**config.mk**
```make
export PLATFORM = sky130hd
export DESIGN_NAME = fm_cmd_ctrl
export DESIGN_NICKNAME = d
export VERILOG_FILES = /design/src/rtl/flash_model_pkg.sv /design/src/rtl/fm_cmd_ctrl.sv
export SDC_FILE = /design/constraint.sdc
export NUM_CORES = 1
export LEC_CHECK = 0
export CAP_MARGIN = 10
export CORE_ASPECT_RATIO = 1.2
export CORE_MARGIN = 1
export CORE_UTILIZATION = 50
export DETAILED_ROUTE_END_ITERATION = 10
export HOLD_SLACK_MARGIN = 0.15
export PLACE_DENSITY = 0.85
export RECOVER_POWER = 50
export SKIP_CTS_REPAIR_TIMING = 1
export SYNTH_ARGS = -nofsm -noshare
export SYNTH_HDL_FRONTEND = slang
export SYNTH_SLANG_ARGS = --single-unit
```
**constraint.sdc**
```tcl
create_clock -name clk -period 2.8 [get_ports clk]
set_input_delay 0.42 -clock clk [delete_from_list [all_inputs] [get_ports clk]]
set_output_delay 0.42 -clock clk [all_outputs]
set_load 0.02 [all_outputs]
```
**src/rtl/flash_model_pkg.sv**
```systemverilog
// Package: opcode values and status bit positions shared by the flash model.
// Assumes: one-byte opcodes; status byte layout is fixed by the command set.
package flash_model_pkg;
    localparam logic [7:0] OP_WREN  = 8'h06;
    localparam logic [7:0] OP_WRDI  = 8'h04;
    localparam logic [7:0] OP_RDSR  = 8'h05;
    localparam logic [7:0] OP_WRSR  = 8'h01;
    localparam logic [7:0] OP_EWSR  = 8'h50;
    localparam logic [7:0] OP_READ  = 8'h03;
    localparam logic [7:0] OP_PROG  = 8'h02;
    localparam logic [7:0] OP_BURST = 8'hAD;
    localparam logic [7:0] OP_ERASE = 8'h20;

    localparam int ST_BUSY = 0;
    localparam int ST_WEL  = 1;
    localparam int ST_AAI  = 6;
    localparam int ST_BPL  = 7;

    // What MISO is serving in the current frame
    typedef enum logic [1:0] {
        TX_IDLE   = 2'd0,
        TX_STATUS = 2'd1,
        TX_ARRAY  = 2'd2
    } tx_mode_e;
endpackage

```
**src/rtl/fm_cmd_ctrl.sv**
```systemverilog
// Module: command decoder, status register and busy timer. It captures the
// opcode, address and data bytes of a frame, selects the MISO source while
// the frame runs, and commits writes when the frame ends.
// Assumes: byte_vld, tx_next and frame_end never coincide; DEPTH <= 2**24.
module fm_cmd_ctrl
    import flash_model_pkg::*;
#(
    parameter  int DEPTH       = 256,
    parameter  int BUSY_CYCLES = 600,
    localparam int AW          = $clog2(DEPTH),
    localparam int BW          = $clog2(BUSY_CYCLES + 1)
) (
    input  logic          clk,
    input  logic          rst_n,
    input  logic          byte_vld,
    input  logic [7:0]    byte_dat,
    input  logic [2:0]    byte_idx,
    input  logic          frame_start,
    input  logic          frame_end,
    input  logic          tx_next,
    input  logic [7:0]    rd_dat,
    output logic          tx_en,
    output logic [7:0]    tx_byte,
    output logic          wr_en,
    output logic          wr_pair,
    output logic [AW-1:0] wr_addr,
    output logic [7:0]    wr_d0,
    output logic [7:0]    wr_d1,
    output logic [AW-1:0] rd_addr,
    output logic [7:0]    status
);
    tx_mode_e      mode_q;
    logic [7:0]    op_q, b1_q, d0_q, d1_q;
    logic [AW-1:0] addr_q, addr_nx, rd_addr_q, ptr_q, even_addr;
    logic [3:0]    nbytes_q;
    logic          busy_at_op_q;
    logic          wel_q, bpl_q, aai_q, arm_q;
    logic [2:0]    bp_q;
    logic [BW-1:0] busy_cnt_q;
    logic          busy, prot;

    assign busy      = (busy_cnt_q != '0);
    assign prot      = |bp_q;
    assign status    = {bpl_q, aai_q, 1'b0, bp_q, wel_q, busy};
    assign addr_nx   = AW'({addr_q, byte_dat});
    assign even_addr = {addr_q[AW-1:1], 1'b0};
    assign tx_en     = (mode_q != TX_IDLE);
    assign tx_byte   = (mode_q == TX_STATUS) ? status : rd_dat;
    assign rd_addr   = rd_addr_q;

    // Purpose: capture frame bytes and steer MISO during the frame
    always_ff @(posedge clk) begin
        if (!rst_n) begin
            mode_q       <= TX_IDLE;
            op_q         <= '0;
            b1_q         <= '0;
            d0_q         <= '0;
            d1_q         <= '0;
            addr_q       <= '0;
            rd_addr_q    <= '0;
            nbytes_q     <= '0;
            busy_at_op_q <= 1'b0;
        end else if (frame_start) begin
            mode_q   <= TX_IDLE;
            nbytes_q <= '0;
        end else if (byte_vld) begin
            nbytes_q <= {1'b0, byte_idx} + 4'd1;
            unique case (byte_idx)
                3'd0: begin
                    op_q         <= byte_dat;
                    busy_at_op_q <= busy;
                    if (byte_dat == OP_RDSR) mode_q <= TX_STATUS;
                end
                3'd1: begin
                    addr_q <= addr_nx;
                    b1_q   <= byte_dat;
                    if (aai_q && op_q == OP_BURST) d0_q <= byte_dat;
                end
                3'd2: begin
                    addr_q <= addr_nx;
                    if (aai_q && op_q == OP_BURST) d1_q <= byte_dat;
                end
                3'd3: begin
                    addr_q <= addr_nx;
                    if (op_q == OP_READ && !busy_at_op_q && !aai_q) begin
                        mode_q    <= TX_ARRAY;
                        rd_addr_q <= addr_nx;
                    end
                end
                3'd4: if (!aai_q) d0_q <= byte_dat;
                3'd5: if (!aai_q) d1_q <= byte_dat;
                default: ;
            endcase
        end else if (tx_next && mode_q == TX_ARRAY) begin
            rd_addr_q <= rd_addr_q + AW'(1);
        end
    end

    // Purpose: apply the frame's command at CS_n rise and run the busy timer
    always_ff @(posedge clk) begin
        if (!rst_n) begin
            wel_q      <= 1'b0;
            bpl_q      <= 1'b0;
            aai_q      <= 1'b0;
            arm_q      <= 1'b0;
            bp_q       <= 3'b111;
            ptr_q      <= '0;
            busy_cnt_q <= '0;
            wr_en      <= 1'b0;
            wr_pair    <= 1'b0;
            wr_addr    <= '0;
            wr_d0      <= '0;
            wr_d1      <= '0;
        end else begin
            wr_en <= 1'b0;
            if (busy) busy_cnt_q <= busy_cnt_q - BW'(1);
            if (frame_end && nbytes_q != '0) begin
                arm_q <= (op_q == OP_EWSR) && !busy_at_op_q && !aai_q;
                if (!busy_at_op_q) begin
                    unique case (op_q)
                        OP_WREN: if (!aai_q) wel_q <= 1'b1;
                        OP_WRDI: begin
                            wel_q <= 1'b0;
                            aai_q <= 1'b0;
                        end
                        OP_WRSR: if (arm_q && !aai_q && nbytes_q >= 4'd2) begin
                            bpl_q <= b1_q[ST_BPL];
                            if (!bpl_q) bp_q <= b1_q[4:2];
                        end
                        OP_PROG: if (wel_q && !aai_q && !prot && nbytes_q >= 4'd5) begin
                            wr_en      <= 1'b1;
                            wr_pair    <= 1'b0;
                            wr_addr    <= addr_q;
                            wr_d0      <= d0_q;
                            wel_q      <= 1'b0;
                            busy_cnt_q <= BW'(BUSY_CYCLES);
                        end
                        OP_BURST: begin
                            if (!aai_q && wel_q && !prot && nbytes_q >= 4'd6) begin
                                wr_en      <= 1'b1;
                                wr_pair    <= 1'b1;
                                wr_addr    <= even_addr;
                                wr_d0      <= d0_q;
                                wr_d1      <= d1_q;
                                aai_q      <= 1'b1;
                                ptr_q      <= even_addr + AW'(2);
                                busy_cnt_q <= BW'(BUSY_CYCLES);
                            end else if (aai_q && wel_q && !prot && nbytes_q >= 4'd3) begin
                                wr_en      <= 1'b1;
                                wr_pair    <= 1'b1;
                                wr_addr    <= ptr_q;
                                wr_d0      <= d0_q;
                                wr_d1      <= d1_q;
                                ptr_q      <= ptr_q + AW'(2);
                                busy_cnt_q <= BW'(BUSY_CYCLES);
                            end
                        end
                        default: ;
                    endcase
                end
            end
        end
    end
endmodule

```
After elaboration in Yosys (flattened, before gate mapping)
Index checks and enable logic that the tools add are counted.

storage, ports and cells
  logic and storage cells = 153
  flip-flop bits (word level) = 106
  output and inout port bits = 51
  input bits = 25

cells by class
  eq/ne operators = 27
  multiplexer cells = 43
  reduce and logical (&&, ||, !) cells = 48
  order comparisons = 4
  $add $sub $neg = 5
  bitwise logic cells = 5

operators by type and width
  kind                   count
  $mux 8                 17
  $pmux 8 s2             4
  $mux 10                6
  $reduce_and 5->1       5
  $eq 8x3->1 const B     3
  $pmux 10 s2            1
  $reduce_and 4->1       5
  $add 8x2->8 const B    2
  $eq 8x2->1 const B     2
  $logic_and 1x1->1      16
  $ne 2x2->1 const B     8
  $reduce_bool 2->1      8
  $reduce_bool 10->1     1
  $sub 10x1->10 const B  1
  $reduce_and 3->1       3
  $reduce_or 3->1        3
  $add 8x1->8 const B    1
  $eq 8x1->1 const B     1
  $eq 8x7->1 const B     1
  $eq 8x8->1 const B     1
  $ge 4x2->1 const B     2
  $ge 4x3->1 const B     2
  $mux 1                 8
  $eq 3x2->1 const B     2
  other kinds (17)       29

Longest topological paths before layout
  depth after elaboration = 9
  gate-level depth with buffers = 12
  depth with buffers taken out = 10

Least setup slack after synthesis
OpenSTA, ideal clock, no wires.

  path type = register -> register
  start point = register bp_q[0]
  end point = register ptr_q[5]
  arrival time = 2559 ps
  buffers on the path = 2
  cell stages (with the launch flop) = 13
  clock period less this slack = 2676 ps
  setup slack = 124 ps
  setup time = 116 ps
  data required time = 2684 ps
  cell sequence = dfxtp_1 > or4b_1 > buf_6 > or3_4 > buf_6 > nand2_1 > nand2_1 > ha_1 > and2_1 > nand2_1 > xor2_1 > o21ai_0 > a31o_2

on the way
  longest elaborated chain between the ends = 6
  elaborated cells on any way between the ends = 9
  classes of those cells = 1 x mux; 8 x reduce/logical

RTL lines
  what                                               RTL line                                text
  start: declaration                                 fm_cmd_ctrl.sv:38                       logic [2:0] bp_q;
  start signal: assignment                           fm_cmd_ctrl.sv:128                      if (!bpl_q) bp_q <= b1_q[4:2];
  $reduce_or 3->1 (*)                                fm_cmd_ctrl.sv:43                       assign prot = |bp_q;
  $logic_not 1->1 (*)                                fm_cmd_ctrl.sv:139, fm_cmd_ctrl.sv:148
  $logic_and 1x1->1 (on tied branches) (2 in a row)  fm_cmd_ctrl.sv:139, fm_cmd_ctrl.sv:148
  $reduce_bool 2->1 (no source line)                 -
  $reduce_and 4->1 (no source line)                  -
  end signal: assignment                             fm_cmd_ctrl.sv:146                      ptr_q <= even_addr + AW'(2);
  end signal: assignment                             fm_cmd_ctrl.sv:154                      ptr_q <= ptr_q + AW'(2);
  end: declaration                                   fm_cmd_ctrl.sv:34                       logic [AW-1:0] addr_q, addr_nx, rd_addr_q, ptr_q, even_addr;

Every way passes the cells marked *; elsewhere a longest branch is shown, timed or not.
A chain may end at the register's enable or synchronous reset.

Worst setup path in the final report
  start point = register busy_cnt_q[3]
  end point = output status[0]

on the way
  longest elaborated chain between the ends = 1

RTL lines
  what                      RTL line            text
  start: declaration        fm_cmd_ctrl.sv:39   logic [BW-1:0] busy_cnt_q;
  start signal: assignment  fm_cmd_ctrl.sv:116  if (busy) busy_cnt_q <= busy_cnt_q - BW'(1);
  start signal: assignment  fm_cmd_ctrl.sv:136  busy_cnt_q <= BW'(BUSY_CYCLES);
  start signal: assignment  fm_cmd_ctrl.sv:147  busy_cnt_q <= BW'(BUSY_CYCLES);
  $reduce_bool 10->1        fm_cmd_ctrl.sv:42   assign busy = (busy_cnt_q != '0);
  end: declaration          fm_cmd_ctrl.sv:30   output logic [7:0] status

No other way between the ends.

==> results by stage <==
Detailed routing:
- The violation count after the first detailed-routing iteration is 366.
- The number of nets with antenna violations after routing is 0.
- The final wirelength is about 13,000 um.
- The via total after detailed routing is 4,489.
- The mean number of vias per cell is approximately 5.9.
- The mean routed wirelength per cell is 17.3 um.
- For this run, the detailed router's first-pass iteration total came to 5.
- After detailed routing, the number of remaining DRC violations is 0.

Logic synthesis:
- The synthesized design contains around 100 register bits.
- The netlist uses 67 different library cells.
- By count the netlist is led by sky130_fd_sc_hd__dfxtp_1, sky130_fd_sc_hd__nand2_1, sky130_fd_sc_hd__mux2i_1.
- Summing the areas of all fa, ha and maj instances in the mapped netlist gives 2.24% of the synthesized area.
- The post-synthesis average cell area is 8.95 sq um.
- The fraction of registers with async set/reset is 0%.
- The area fraction in compound gates after synthesis is around 13%.
- The number of enable flip-flop cells after synthesis is 0.
- The cell area after technology mapping is 5020 sq um.
- For this run, the leading register cell type out of synthesis is sky130_fd_sc_hd__dfxtp_1.
- The biggest area contributor in the post-synthesis netlist is sky130_fd_sc_hd__dfxtp_1.
- The area share of the leading cell type in the synthesized netlist is about two fifths.
- Ranked by total cell area, the synthesized netlist is headed by sky130_fd_sc_hd__dfxtp_1, sky130_fd_sc_hd__mux2i_1, sky130_fd_sc_hd__nand2_1.
- The sequential share of the synthesized area is 40.3%.
- By instance count, the leading cell after synthesis is sky130_fd_sc_hd__dfxtp_1.
- The main combinational cell family by area after synthesis is simple AND/OR/NAND/NOR gates.
- The XOR/XNOR share of the synthesized area is 1.40%.
- Counting every net in the synthesized netlist gives slightly below 600.
- The portion of synthesized area spent on multiplexers is between 10% and 20%.
- In the synthesized netlist, the number of instances is roughly 560.
- During synthesis, Yosys emitted a total of 0 warnings.
- After Yosys synthesis, and, or, nand and nor cells account for about a quarter of the synthesized area.

Global route:
- The number of antenna violations at the first check in global routing is 0.
- The first global-routing pass estimated 21,600 um of wire.
- The via count of the first global-routing pass was 4,444.
- The total track usage is 26.2%.
- The overflow left after global routing is 0.
- The maximum number of pins on one net before global-route repair is 58.

STA:
- The minimum period implied by the final worst setup slack is 2690 ps.
- The worst-case clock skew is between 9 and 10 ps.
- The number of max-slew violations in the final report is 0.
- Once routing completed, OpenROAD measured the worst setup slack at 112 ps.
- In the finished design, the share of the clock period the worst path needs comes to 96.0%.
- Setup violations remaining at the end of the flow were counted as 0.
- At the pin with the least slew margin, the transition time is 1060 ps.
- The worst pin sits at a relative slew slack of roughly 29%.
- The total count of hold-check failures in the final report is 0.
- For this run, the top clock speed supported by timing is approximately 370 MHz.

Critical path:
- The largest driver fanout on the critical path is 5.
- STA classifies the critical path endpoint as an output pin.
- For this design, the slowest cell found on the critical path is sky130_fd_sc_hd__or4_1.
- Together, buffers and inverters on the worst path number 3.
- The critical path start-end classification is reg -> out.
- In this design, the stage delay of the slowest critical-path cell is 620 ps.
- The data arrival time at the worst-slack endpoint is 2270 ps.
- Traced cell by cell, the critical path runs through or4_1, nor3_1, buf_4, inv_1, clkdlybuf4s50_1.
- The kind of cell with the highest combined delay along the critical path is simple AND/OR/NAND/NOR gates.
- The launching element type of the critical path is a flop.
- The data required time of the critical path is between 2000 and 2500 ps.

Floorplan:
- The initial utilization of the core area, before any placement, comes to between 50% and 60%.
- The floorplan row count is 39.
- The core area is 9660 sq um.
- 76 I/O pins were placed.
- The floorplan step set the die width to 93.5 um.
- Measured along the y axis, the die boundary spans between 100 and 150 um.
- The die covers 10,400 sq um.

Cells and area:
- For this run, the number of standard cells in the final layout without fillers is 759.
- The final layout net count is 665.
- The layout has around 790 filler cells.
- In the final layout, the share of cells above drive strength 1 is between 10% and 20%.
- The number of antenna cells inserted is 0.
- From synthesis to final layout, the design area changed by 22.5%.

Clock network:
- The tree is rooted in a sky130_fd_sc_hd__clkbuf_16.
- In this run, CTS created clock tree buffers numbering 9.
- The clock edge transition at the registers on the reported setup and hold paths is 70 ps.
- Counting every sink on the clock net gives 101.
- Counting along the longest clock path gives a buffer depth of 2.
- The depth of the CTS H-tree is 3.
- The CTS tree is done.
- The clock latency on the worst-skew pair is 350 ps.

Placed design:
- The count of buffers from port buffering is 74.
- The post-detailed-placement half-perimeter wirelength is 9490 um.
- Counting tap cells, the placed design contains a total of 741 instances.
- The worst setup slack before clock tree synthesis is 82.8 ps.
- The global placement routability congestion is 0.919.

Pwr:
- The leakage power is around 2.5 nW.
- The total power divided by cell area is 571 nW/um^2.
- After layout, the design draws a total of 0.00351 W.
- VDD sags by at most 373 uV.

Run status:
- The run finished with clean final reports.

Flow run:
- The reported max-cap violation count is 0.

Min path:
- The path type of the worst min-delay path is in -> reg.
-- final cells by class --
type	instances	area [sq um]	share of cell area (%)
Inverter	15	56.3	0.915
Multi-Input combinational cell	410	2740	44.6
Clock inverter	6	53.8	0.875
Timing Repair Buffer	94	882	14.3
Clock buffer	10	239	3.88
Tap cell	123	154	2.50
Sequential cell	101	2020	32.9
-- metal layers --
layer  part of all wire [%]  up-vias  GRT usage [%]
met5                      0        -              0
met4                    4.5        0           15.3
met3                    5.5       43           3.55
met2                     49      176           44.3
met1                     41     2139           31.4
li1                       -     2131              -
-- cell families (layout without fill, tap and decap cells) --
group,after synthesis,count (layout)
AOI/OAI and AO/OA,86,86
other,1,1
and+or+nand+nor,235,235
xor gates and xnor gates,8,8
muxes,71,71
DFF,101,101
adders and majority gates,9,9
buffers and inverters,50,125
-- registers in the layout (all words and copies together), names as in the netlist, 2 cells and up --
signal	cells
d1_q	8
bp_q	3
rd_addr	8
op_q	8
wr_d0	8
nbytes_q	4
b1_q	4
wr_d1	8
addr_q	8
mode_q	2
d0_q	8
busy_cnt_q	10
ptr_q	7
wr_addr	8
-- power by group --
part           total (W)  internal [W]  leakage, nW  switching [W]
logic           0.000698      0.000318         1.55       0.000380
clock network    0.00122      0.000643        0.135       0.000579
registers        0.00159       0.00151        0.817      0.0000747
-- final timing paths --
path | start | end | slack [ps] | cells after the start
hold reg to reg | d1_q[3] | d1_q[3] | 460 | 2
setup reg to reg | bp_q[0] | ptr_q[7] | 160 | 10
setup / recovery | busy_cnt_q[3] | status[0] | 110 | 5
hold / removal | rst_n | bp_q[0] | 460 | 2
-- cells in the final DEF (no fill, tap or decap), types with 10 or more instances in the layout --
cell	n
sky130_fd_sc_hd__inv_1	13
sky130_fd_sc_hd__nor3_1	12
sky130_fd_sc_hd__mux2i_1	60
sky130_fd_sc_hd__nand2_1	92
sky130_fd_sc_hd__a21oi_1	29
sky130_fd_sc_hd__dlygate4sd3_1	42
sky130_fd_sc_hd__clkdlybuf4s50_1	30
sky130_fd_sc_hd__o21ai_0	14
sky130_fd_sc_hd__nor2_1	47
sky130_fd_sc_hd__mux2_2	11
sky130_fd_sc_hd__buf_4	14
sky130_fd_sc_hd__dfxtp_1	100
sky130_fd_sc_hd__nand3_1	10
-- metrics by stage --
stage / hold slack (ps) / instance area (sq um) / setup TNS [ps] / util [%]
2_1_floorplan: 434 / 5020 / 0 / -
3_3_place_gp: 446 / 5870 / 0 / 60.7
3_5_place_dp: 453 / 5870 / 0 / 60.7
4_1_cts: 344 / 6160 / -21.8 / 63.7
5_1_grt: 471 / 6150 / -16.9 / 63.7
6_report: 458 / 6150 / 0 / 63.7
Note: power is estimated with default switching activity, not from simulation.
